$ cat src/rtl/timer_pkg.sv
package timer_pkg;
  localparam int CNT_W = 16;
  localparam int ADDR_W = 3;

  localparam logic [ADDR_W-1:0] ADDR_CTRL   = 3'd0;
  localparam logic [ADDR_W-1:0] ADDR_HOLD_L = 3'd1;
  localparam logic [ADDR_W-1:0] ADDR_HOLD_H = 3'd2;
  localparam logic [ADDR_W-1:0] ADDR_CNT_L  = 3'd3;
  localparam logic [ADDR_W-1:0] ADDR_CNT_H  = 3'd4;

  typedef struct packed {
    logic       ovf;
    logic       ext;
    logic [1:0] rsv;
    logic       trig_en;
    logic       run;
    logic       ext_cnt;
    logic       cap_mode;
  } ctrl_t;
endpackage

$ cat src/rtl/pin_fall_detect.sv
module pin_fall_detect #(
  parameter int STAGES = 2
) (
  input  logic clk_i,
  input  logic rst_ni,
  input  logic pin_i,
  output logic fall_o
);
  logic [STAGES:0] sh_q;

  always_ff @(posedge clk_i or negedge rst_ni) begin
    if (!rst_ni) sh_q <= '1;
    else         sh_q <= {sh_q[STAGES-1:0], pin_i};
  end

  assign fall_o = sh_q[STAGES] & ~sh_q[STAGES-1];

  assert_single_pulse_R8: assert property (@(posedge clk_i) disable iff (!rst_ni)
    fall_o |=> !fall_o);
endmodule

$ cat src/rtl/tick_divider.sv
module tick_divider #(
  parameter int DIV = 12
) (
  input  logic clk_i,
  input  logic rst_ni,
  input  logic run_i,
  output logic tick_o
);
  localparam int PW = (DIV > 1) ? $clog2(DIV) : 1;
  localparam logic [PW-1:0] LAST = PW'(DIV - 1);

  logic [PW-1:0] pre_q;

  always_ff @(posedge clk_i or negedge rst_ni) begin
    if (!rst_ni)          pre_q <= '0;
    else if (!run_i)      pre_q <= '0;
    else if (pre_q == LAST) pre_q <= '0;
    else                  pre_q <= pre_q + 1'b1;
  end

  assign tick_o = run_i & (pre_q == LAST);

  assert_pre_range_R7: assert property (@(posedge clk_i) disable iff (!rst_ni)
    pre_q <= LAST);
  assert_tick_spacing_R7: assert property (@(posedge clk_i) disable iff (!rst_ni)
    (tick_o && DIV > 1) |=> !tick_o);
endmodule

$ cat src/rtl/capture_reload_timer.sv
module capture_reload_timer
  import timer_pkg::*;
#(
  parameter int DIV         = 12,
  parameter int SYNC_STAGES = 2
) (
  input  logic              clk_i,
  input  logic              rst_ni,
  input  logic              reg_wr_i,
  input  logic [ADDR_W-1:0] reg_addr_i,
  input  logic [7:0]        reg_wdata_i,
  output logic [7:0]        reg_rdata_o,
  input  logic              clk_sel_i,
  input  logic              trig_i,
  input  logic              cnt_pin_i,
  input  logic              irq_en_i,
  output logic              irq_o
);
  localparam int NPINS = 2;
  localparam logic [CNT_W-1:0] CNT_MAX = '1;

  ctrl_t            ctrl_q;
  logic [CNT_W-1:0] cnt_q, hold_q;

  // pin 0: trigger, pin 1: count
  logic [NPINS-1:0] pins, falls;
  assign pins = {cnt_pin_i, trig_i};

  for (genvar g = 0; g < NPINS; g++) begin : g_pin
    pin_fall_detect #(.STAGES(SYNC_STAGES)) u_fall (
      .clk_i (clk_i),
      .rst_ni(rst_ni),
      .pin_i (pins[g]),
      .fall_o(falls[g])
    );
  end

  logic div_tick;
  tick_divider #(.DIV(DIV)) u_div (
    .clk_i (clk_i),
    .rst_ni(rst_ni),
    .run_i (ctrl_q.run & ~ctrl_q.ext_cnt),
    .tick_o(div_tick)
  );

  logic wr_ctrl, wr_hold_l, wr_hold_h, wr_cnt_l, wr_cnt_h, wr_cnt;
  assign wr_ctrl   = reg_wr_i && reg_addr_i == ADDR_CTRL;
  assign wr_hold_l = reg_wr_i && reg_addr_i == ADDR_HOLD_L;
  assign wr_hold_h = reg_wr_i && reg_addr_i == ADDR_HOLD_H;
  assign wr_cnt_l  = reg_wr_i && reg_addr_i == ADDR_CNT_L;
  assign wr_cnt_h  = reg_wr_i && reg_addr_i == ADDR_CNT_H;
  assign wr_cnt    = wr_cnt_l | wr_cnt_h;

  logic tick, step, wrap, cap_ev;
  assign tick   = ctrl_q.ext_cnt ? falls[1] : (clk_sel_i | div_tick);
  assign step   = ctrl_q.run & tick;
  assign wrap   = step & (cnt_q == CNT_MAX);
  assign cap_ev = ctrl_q.run & ctrl_q.cap_mode & ctrl_q.trig_en & falls[0];

  always_ff @(posedge clk_i or negedge rst_ni) begin
    if (!rst_ni) begin
      cnt_q <= '0;
    end else if (wr_cnt) begin
      if (wr_cnt_l) cnt_q[7:0]  <= reg_wdata_i;
      if (wr_cnt_h) cnt_q[15:8] <= reg_wdata_i;
    end else if (wrap) begin
      cnt_q <= ctrl_q.cap_mode ? '0 : hold_q;
    end else if (step) begin
      cnt_q <= cnt_q + 1'b1;
    end
  end

  // capture takes the pre-step count and wins over a software write
  always_ff @(posedge clk_i or negedge rst_ni) begin
    if (!rst_ni) begin
      hold_q <= '0;
    end else if (cap_ev) begin
      hold_q <= cnt_q;
    end else begin
      if (wr_hold_l) hold_q[7:0]  <= reg_wdata_i;
      if (wr_hold_h) hold_q[15:8] <= reg_wdata_i;
    end
  end

  always_ff @(posedge clk_i or negedge rst_ni) begin
    if (!rst_ni) begin
      ctrl_q <= '0;
    end else begin
      if (wr_ctrl) begin
        ctrl_q.trig_en  <= reg_wdata_i[3];
        ctrl_q.run      <= reg_wdata_i[2];
        ctrl_q.ext_cnt  <= reg_wdata_i[1];
        ctrl_q.cap_mode <= reg_wdata_i[0];
      end
      ctrl_q.rsv <= '0;
      ctrl_q.ovf <= (wr_ctrl ? reg_wdata_i[7] : ctrl_q.ovf) | wrap;
      ctrl_q.ext <= (wr_ctrl ? reg_wdata_i[6] : ctrl_q.ext) | cap_ev;
    end
  end

  always_comb begin
    unique case (reg_addr_i)
      ADDR_CTRL:   reg_rdata_o = ctrl_q;
      ADDR_HOLD_L: reg_rdata_o = hold_q[7:0];
      ADDR_HOLD_H: reg_rdata_o = hold_q[15:8];
      ADDR_CNT_L:  reg_rdata_o = cnt_q[7:0];
      ADDR_CNT_H:  reg_rdata_o = cnt_q[15:8];
      default:     reg_rdata_o = '0;
    endcase
  end

  assign irq_o = irq_en_i & (ctrl_q.ovf | ctrl_q.ext);

  assert_hold_when_off_R2: assert property (@(posedge clk_i) disable iff (!rst_ni)
    (!ctrl_q.run && !wr_cnt) |=> $stable(cnt_q));
  assert_reload_on_wrap_R3: assert property (@(posedge clk_i) disable iff (!rst_ni)
    (wrap && !ctrl_q.cap_mode && !wr_cnt) |=> (cnt_q == $past(hold_q)) && ctrl_q.ovf);
  assert_free_wrap_R4: assert property (@(posedge clk_i) disable iff (!rst_ni)
    (wrap && ctrl_q.cap_mode && !wr_cnt) |=> (cnt_q == '0) && ctrl_q.ovf);
  assert_capture_R10: assert property (@(posedge clk_i) disable iff (!rst_ni)
    cap_ev |=> (hold_q == $past(cnt_q)) && ctrl_q.ext);
  assert_hold_untouched_R6: assert property (@(posedge clk_i) disable iff (!rst_ni)
    (!cap_ev && !wr_hold_l && !wr_hold_h) |=> $stable(hold_q));
  assert_flag_sticky_R9: assert property (@(posedge clk_i) disable iff (!rst_ni)
    (ctrl_q.ovf && !wr_ctrl) |=> ctrl_q.ovf);
endmodule

$ cat config.mk
export PLATFORM = sky130hd
export DESIGN_NAME = capture_reload_timer
export DESIGN_NICKNAME = d
export VERILOG_FILES = /design/src/rtl/timer_pkg.sv /design/src/rtl/pin_fall_detect.sv /design/src/rtl/tick_divider.sv /design/src/rtl/capture_reload_timer.sv
export SDC_FILE = /design/constraint.sdc
export NUM_CORES = 1
export LEC_CHECK = 0
export ABC_AREA = 1
export BUFFER_PORTS_ARGS = -buffer_cell sky130_fd_sc_hd__buf_2
export CORE_MARGIN = 10
export CORE_UTILIZATION = 55
export CTS_BUF_LIST = sky130_fd_sc_hd__clkbuf_8
export DETAILED_ROUTE_END_ITERATION = 10
export PLACE_DENSITY = 0.75
export SETUP_SLACK_MARGIN = 0.5
export SLEW_MARGIN = 10
export SYNTH_ARGS = -nofsm -noshare
export SYNTH_HDL_FRONTEND = slang
export SYNTH_SLANG_ARGS = --single-unit
$ cat constraint.sdc
create_clock -name clk_i -period 4.5 [get_ports clk_i]
set_input_delay 0.675 -clock clk_i [delete_from_list [all_inputs] [get_ports clk_i]]
set_output_delay 0.675 -clock clk_i [all_outputs]
set_load 0.02 [all_outputs]
Word level (Yosys, flattened, before mapping)
Index checks and enable logic that the tools add are counted.

word-level totals
  word-level logic and storage cells = 67
  ROM bits = 0
  register bits after elaboration = 48
  memories kept = 0
  bits in writable memories = 0
  output and inout port bits = 9
  bits in latches = 0
  bits of input ports = 18

cells by class
  div/mod/pow operators = 0
  muxes and demuxes = 15
  reductions and logical operators = 11
  add/sub/neg operators = 2
  bitwise gates (word level) = 18
  eq/ne operators = 8
  shift operators = 0
  order comparisons = 0
  $mul = 0

operators with widths
  kind                                            count
  2-to-1 mux 16 bit                               5
  one-hot mux 8 bit (5 select lines)              1
  2-to-1 mux 8 bit                                4
  adder 16 x 1 -> 16 bit (second input constant)  1
  == test 16 bit (second input constant)          1
  AND 1 bit                                       10
  2-to-1 mux 4 bit                                2
  == test 3 x 2 -> 1 bit (second input constant)  2
  logical AND 1 bit                               5
  OR 1 bit                                        5
  adder 4 x 1 -> 4 bit (second input constant)    1
  == test 4 bit (second input constant)           1
  inequality test 2 bit (second input constant)   2
  AND reduction 2 bit                             2
  nonzero test 2 bit                              2
  == test 3 x 1 -> 1 bit (second input constant)  1
  == test 3 bit (second input constant)           1
  logical NOT 3 bit                               1
  2-to-1 mux 1 bit                                3
  inverter 1 bit                                  3
  nonzero test 3 bit                              1

Longest topological paths before layout
  word-level depth = 9
  gate-level depth with buffers = 11
  depth with buffers taken out = 10

By module
A second synthesis with hierarchy kept.

second synthesis, totals
  cell total of the unflattened synthesis = 425
  area total of the unflattened synthesis = 3037.9 um2

by module, submodules not included
  module                sequential area each (um2)  instances  cells each  area each (um2)
  capture_reload_timer  950.9                       1          394         2673.8
  tick_divider          100.1                       1          21          186.4
  pin_fall_detect       78.8                        2          5           88.8

Least setup slack after synthesis
No wires, ideal clock.

  path type = input-to-output
  start point = input reg_addr_i[1]
  end point = output reg_rdata_o[2]
  stages on the path = 4
  path slack = 2263 ps
  required time = 3825 ps
  arrival time = 1562 ps
  path through = inv_1 -> nor3_2 -> inv_2 -> o21ai_0

on the way
  longest elaborated chain between the ends = 2

ends and longest elaborated chain
  what                                    RTL line                     text
  start, declared                         capture_reload_timer.sv:10   input logic [ADDR_W-1:0] reg_addr_i,
  == test 3 bit (tied with other cells)   capture_reload_timer.sv:102  unique case (reg_addr_i)
  one-hot mux 8 bit (5 select lines) (*)  capture_reload_timer.sv:102
  end, declared                           capture_reload_timer.sv:12   output logic [7:0] reg_rdata_o,

Every way passes the cells marked *; elsewhere a longest branch is shown, timed or not.

Worst setup path after layout
  start point = input reg_addr_i[0]
  end point = output reg_rdata_o[2]

Same word-level chain as after synthesis.

==> results.yml <==
timing:
  hold_viol: 0
  max_freq_ghz: 0.391
  fin_ws_ns: 1.94
  rsz0062_at_grt: "false"
  slew_headroom_pct: 28.1
  slew_viol_final: 0
  period_share_pct: 56.8
  fin_setup_tns_ns: 0
  tightest_slew_ns: 1.08
  fin_skew_ns: 0.00414
  period_minus_slack_ns: 2.56
  whs_ns: 0.362
  setup_viol: 0
clock_tree:
  cts_hold_buf: 0
  cts_root_buffer: "clkbuf_8"
  cts_tree: "yes"
  clk_pin_slew_ns: 0.10
  post_cts_buffers: 0
  cts_buffer_depth: 2
  clock_latency_ns: 0.30
  cts-buffers-inserted: 5
  cts_resized: 0
  clock_sinks: 48
  htreeDepth: 2
placement:
  hpwlAfterDp_mm: 6.29
  io_buffer_count: 26
  place_congestion: 0.972
  placedCellCount: 502
  place_ws_ns: 1.95
power:
  comb_power_share_pct: 40.2
  p_int_uw: 1010
  p_leak_uw: 0.00164
  peakVddDrop_mv: 0.411
  switching_share_pct: 44.7
  p_sw_uw: 817
  seqPwrFrac_pct: 41.7
  power.share.clock_pct: 18.1
  power_density_nw_per_um2: 555
final_layout:
  antenna_cells: 0
  area_delta_synth_final_pct: 9.28
  fillCellCount: 478
  fin_cells: 510
  final_nets: 459
  final_util_pct: 63.1
  drive_gt1_share_pct: 15.9
synthesis:
  yosysSeqAreaShare_pct: 40.2
  syn_avg_cell_area_um2: 7.27
  netlist_area_um2: 3010
  syn_nets: 434
  yosysUniqueCellTypes: 35
  ys_ff_latch: 48
  syn_inst: 414
  yosysWarnings: 0
drt:
  drt_iter0_markers: 243
  dr.pass1.iters: 5
  num_vias: 2935
  ant_nets: 0
  drc: 0
  via_per_inst: 5.75
  routed_wirelength_mm: 8.53
  wl_per_cell_um: 16.7
setup_path:
  r2r-end: "hold_q[14]"
  cp-end-kind: "output port"
  arrival_ns: 1.88
  cp-start-kind: "input pin"
  regToRegSetupSlack_ns: 2.40
  reg2reg_from: "ctrl_q[2]"
  worstPathRequired_ns: 3.83
  crit_end: "reg_rdata_o[2]"
  crit_fanout: 5
  setup.worst_path.class: "input pin to output port"
  rr_worst_depth: 7
  crit_start: "reg_addr_i[0]"
run_status:
  status: "completed"
global_route:
  grtUsageMet2_pct: 31.2
  grt_pass1_wl_mm: 14.0
  grt_most_used_layer: "met2"
  gr-usage-met1_pct: 26.3
  grt_max_degree: 49
  grt_pass1_vias: 2856
  met3_usage_pct: 4.64
  grt.total_usage_pct: 20.1
  antenna_found_initial: 0
  gr-total-overflow: 0
hold_path:
  min_delay_path_depth: 0
  min_from: "g_pin[0].u_fall.sh_q[0]"
  hold_class: "flip-flop to flip-flop"
floorplanning:
  die_area_um2: 8830
  fp.dieW_um: 94.0
  die_height_um: 94.0
  core-area_um2: 5200
  initial_utilization_pct: 57.8
  ioPinCount: 27
  row_count: 26
run:
  maxCapViolations: 0
==> cells in the final DEF, fill, tap and decap left out, types with 4 or more instances in the layout <==
master and count:
a21oi_1 28, buf_2 26, clkbuf_8 5, dfrtp_1 42
dfstp_2 6, inv_1 34, inv_2 8, nand2_1 117
nand2_2 4, nand3_1 16, nand4_1 6, nor2_1 58
nor2_2 6, o211ai_1 10, o21ai_0 21, o21ai_1 5
o221ai_1 6, xor2_1 10
==> worst max-delay path: stages <==
cell,delay [ns]
buf_2,0.15
inv_2,0.07
nor3_4,0.28
inv_1,0.18
o22ai_1,0.15
a211oi_1,0.06
o21ai_0,0.12
buf_2,0.20
==> cell families after synthesis <==
kind of cell / Yosys count / share of synthesized area (%)
adders and majority gates: 2 / 0.832
xor gates and xnor gates: 12 / 3.49
buffers and inverters: 54 / 7.65
AOI/OAI and AO/OA: 78 / 15.2
and+or+nand+nor: 220 / 32.7
DFF: 48 / 40.2
==> power groups by stage <==
stage / Combinational (uW) / Clock [uW] / Sequential, uW
after floorplan: 556 / 0 / 697
after global placement: 707 / 0 / 757
after detailed placement: 721 / 0 / 756
after CTS: 726 / 331 / 750
after global routing: 833 / 352 / 779
final: 735 / 329 / 761
==> metal layers <==
| layer | up-vias | routed length, um |
|---|---|---|
| met1 | 1333 | 3720 |
| li1 | 1401 | - |
| met4 | 0 | 277 |
| met2 | 165 | 3780 |
| met5 | - | 0 |
| met3 | 36 | 745 |
==> cell type report <==
cell class,instances,area (um^2),area share (%)
multi-input cells,312,1570,47.7
flip-flops and latches,48,1210,36.8
inverters,46,176,5.37
repair buffers,26,130,3.96
well taps,70,87.6,2.66
clock buffers,5,68.8,2.09
clock inverters,3,46.3,1.41
==> how the worst min path moves through the flow <==
stage,to,slack [ns]
after floorplan,g_pin[0].u_fall.sh_q[1],0.35
after detailed placement,g_pin[0].u_fall.sh_q[1],0.35
after global routing,g_pin[0].u_fall.sh_q[1],0.37
after CTS,g_pin[0].u_fall.sh_q[1],0.36
final,g_pin[0].u_fall.sh_q[1],0.36
after global placement,g_pin[1].u_fall.sh_q[1],0.35
==> cell usage after synthesis <==
library cell  instances  area (um^2)
a211oi_1              2         15.0
a21oi_1              28          140
and3_1                1         6.26
buf_2                 1         5.00
buf_6                 3         33.8
clkbuf_1              4         15.0
clkinv_1              2         7.51
clkinv_2              1         5.00
dfrtp_1              42         1050
dfstp_2               6          158
ha_1                  2         25.0
inv_1                34          128
inv_2                 8         30.0
inv_4                 1         6.26
nand2_1             117          439
nand2_2               4         25.0
nand2_4               3         33.8
nand2_8               1         20.0
nand3_1              16         80.1
nand4_1               6         37.5
nor2_1               58          218
nor2_2                6         37.5
nor2_4                2         22.5
nor3_1                2         10.0
nor3_2                2         20.0
nor3_4                2         32.5
o2111ai_1             2         17.5
o211ai_1             10         75.1
o21a_1                1         7.51
o21ai_0              21          105
o21ai_1               5         25.0
o221ai_1              6         52.6
o22ai_1               3         18.8
xnor2_1               2         17.5
xor2_1               10         87.6
==> sequential cells by signal, indices dropped and copies added, names as in the netlist <==
name	cells
ctrl_q	6
g_pin.u_fall.sh_q	6
cnt_q	16
hold_q	16
u_div.pre_q	4
==> through the flow <==
stage	cell area, um^2	power [uW]
after floorplan	3010	1250
after detailed placement	3170	1480
after global placement	3170	1460
after global routing	3290	1960
final	3290	1830
after CTS	3290	1810
Note: power is estimated with default switching activity, not from simulation.
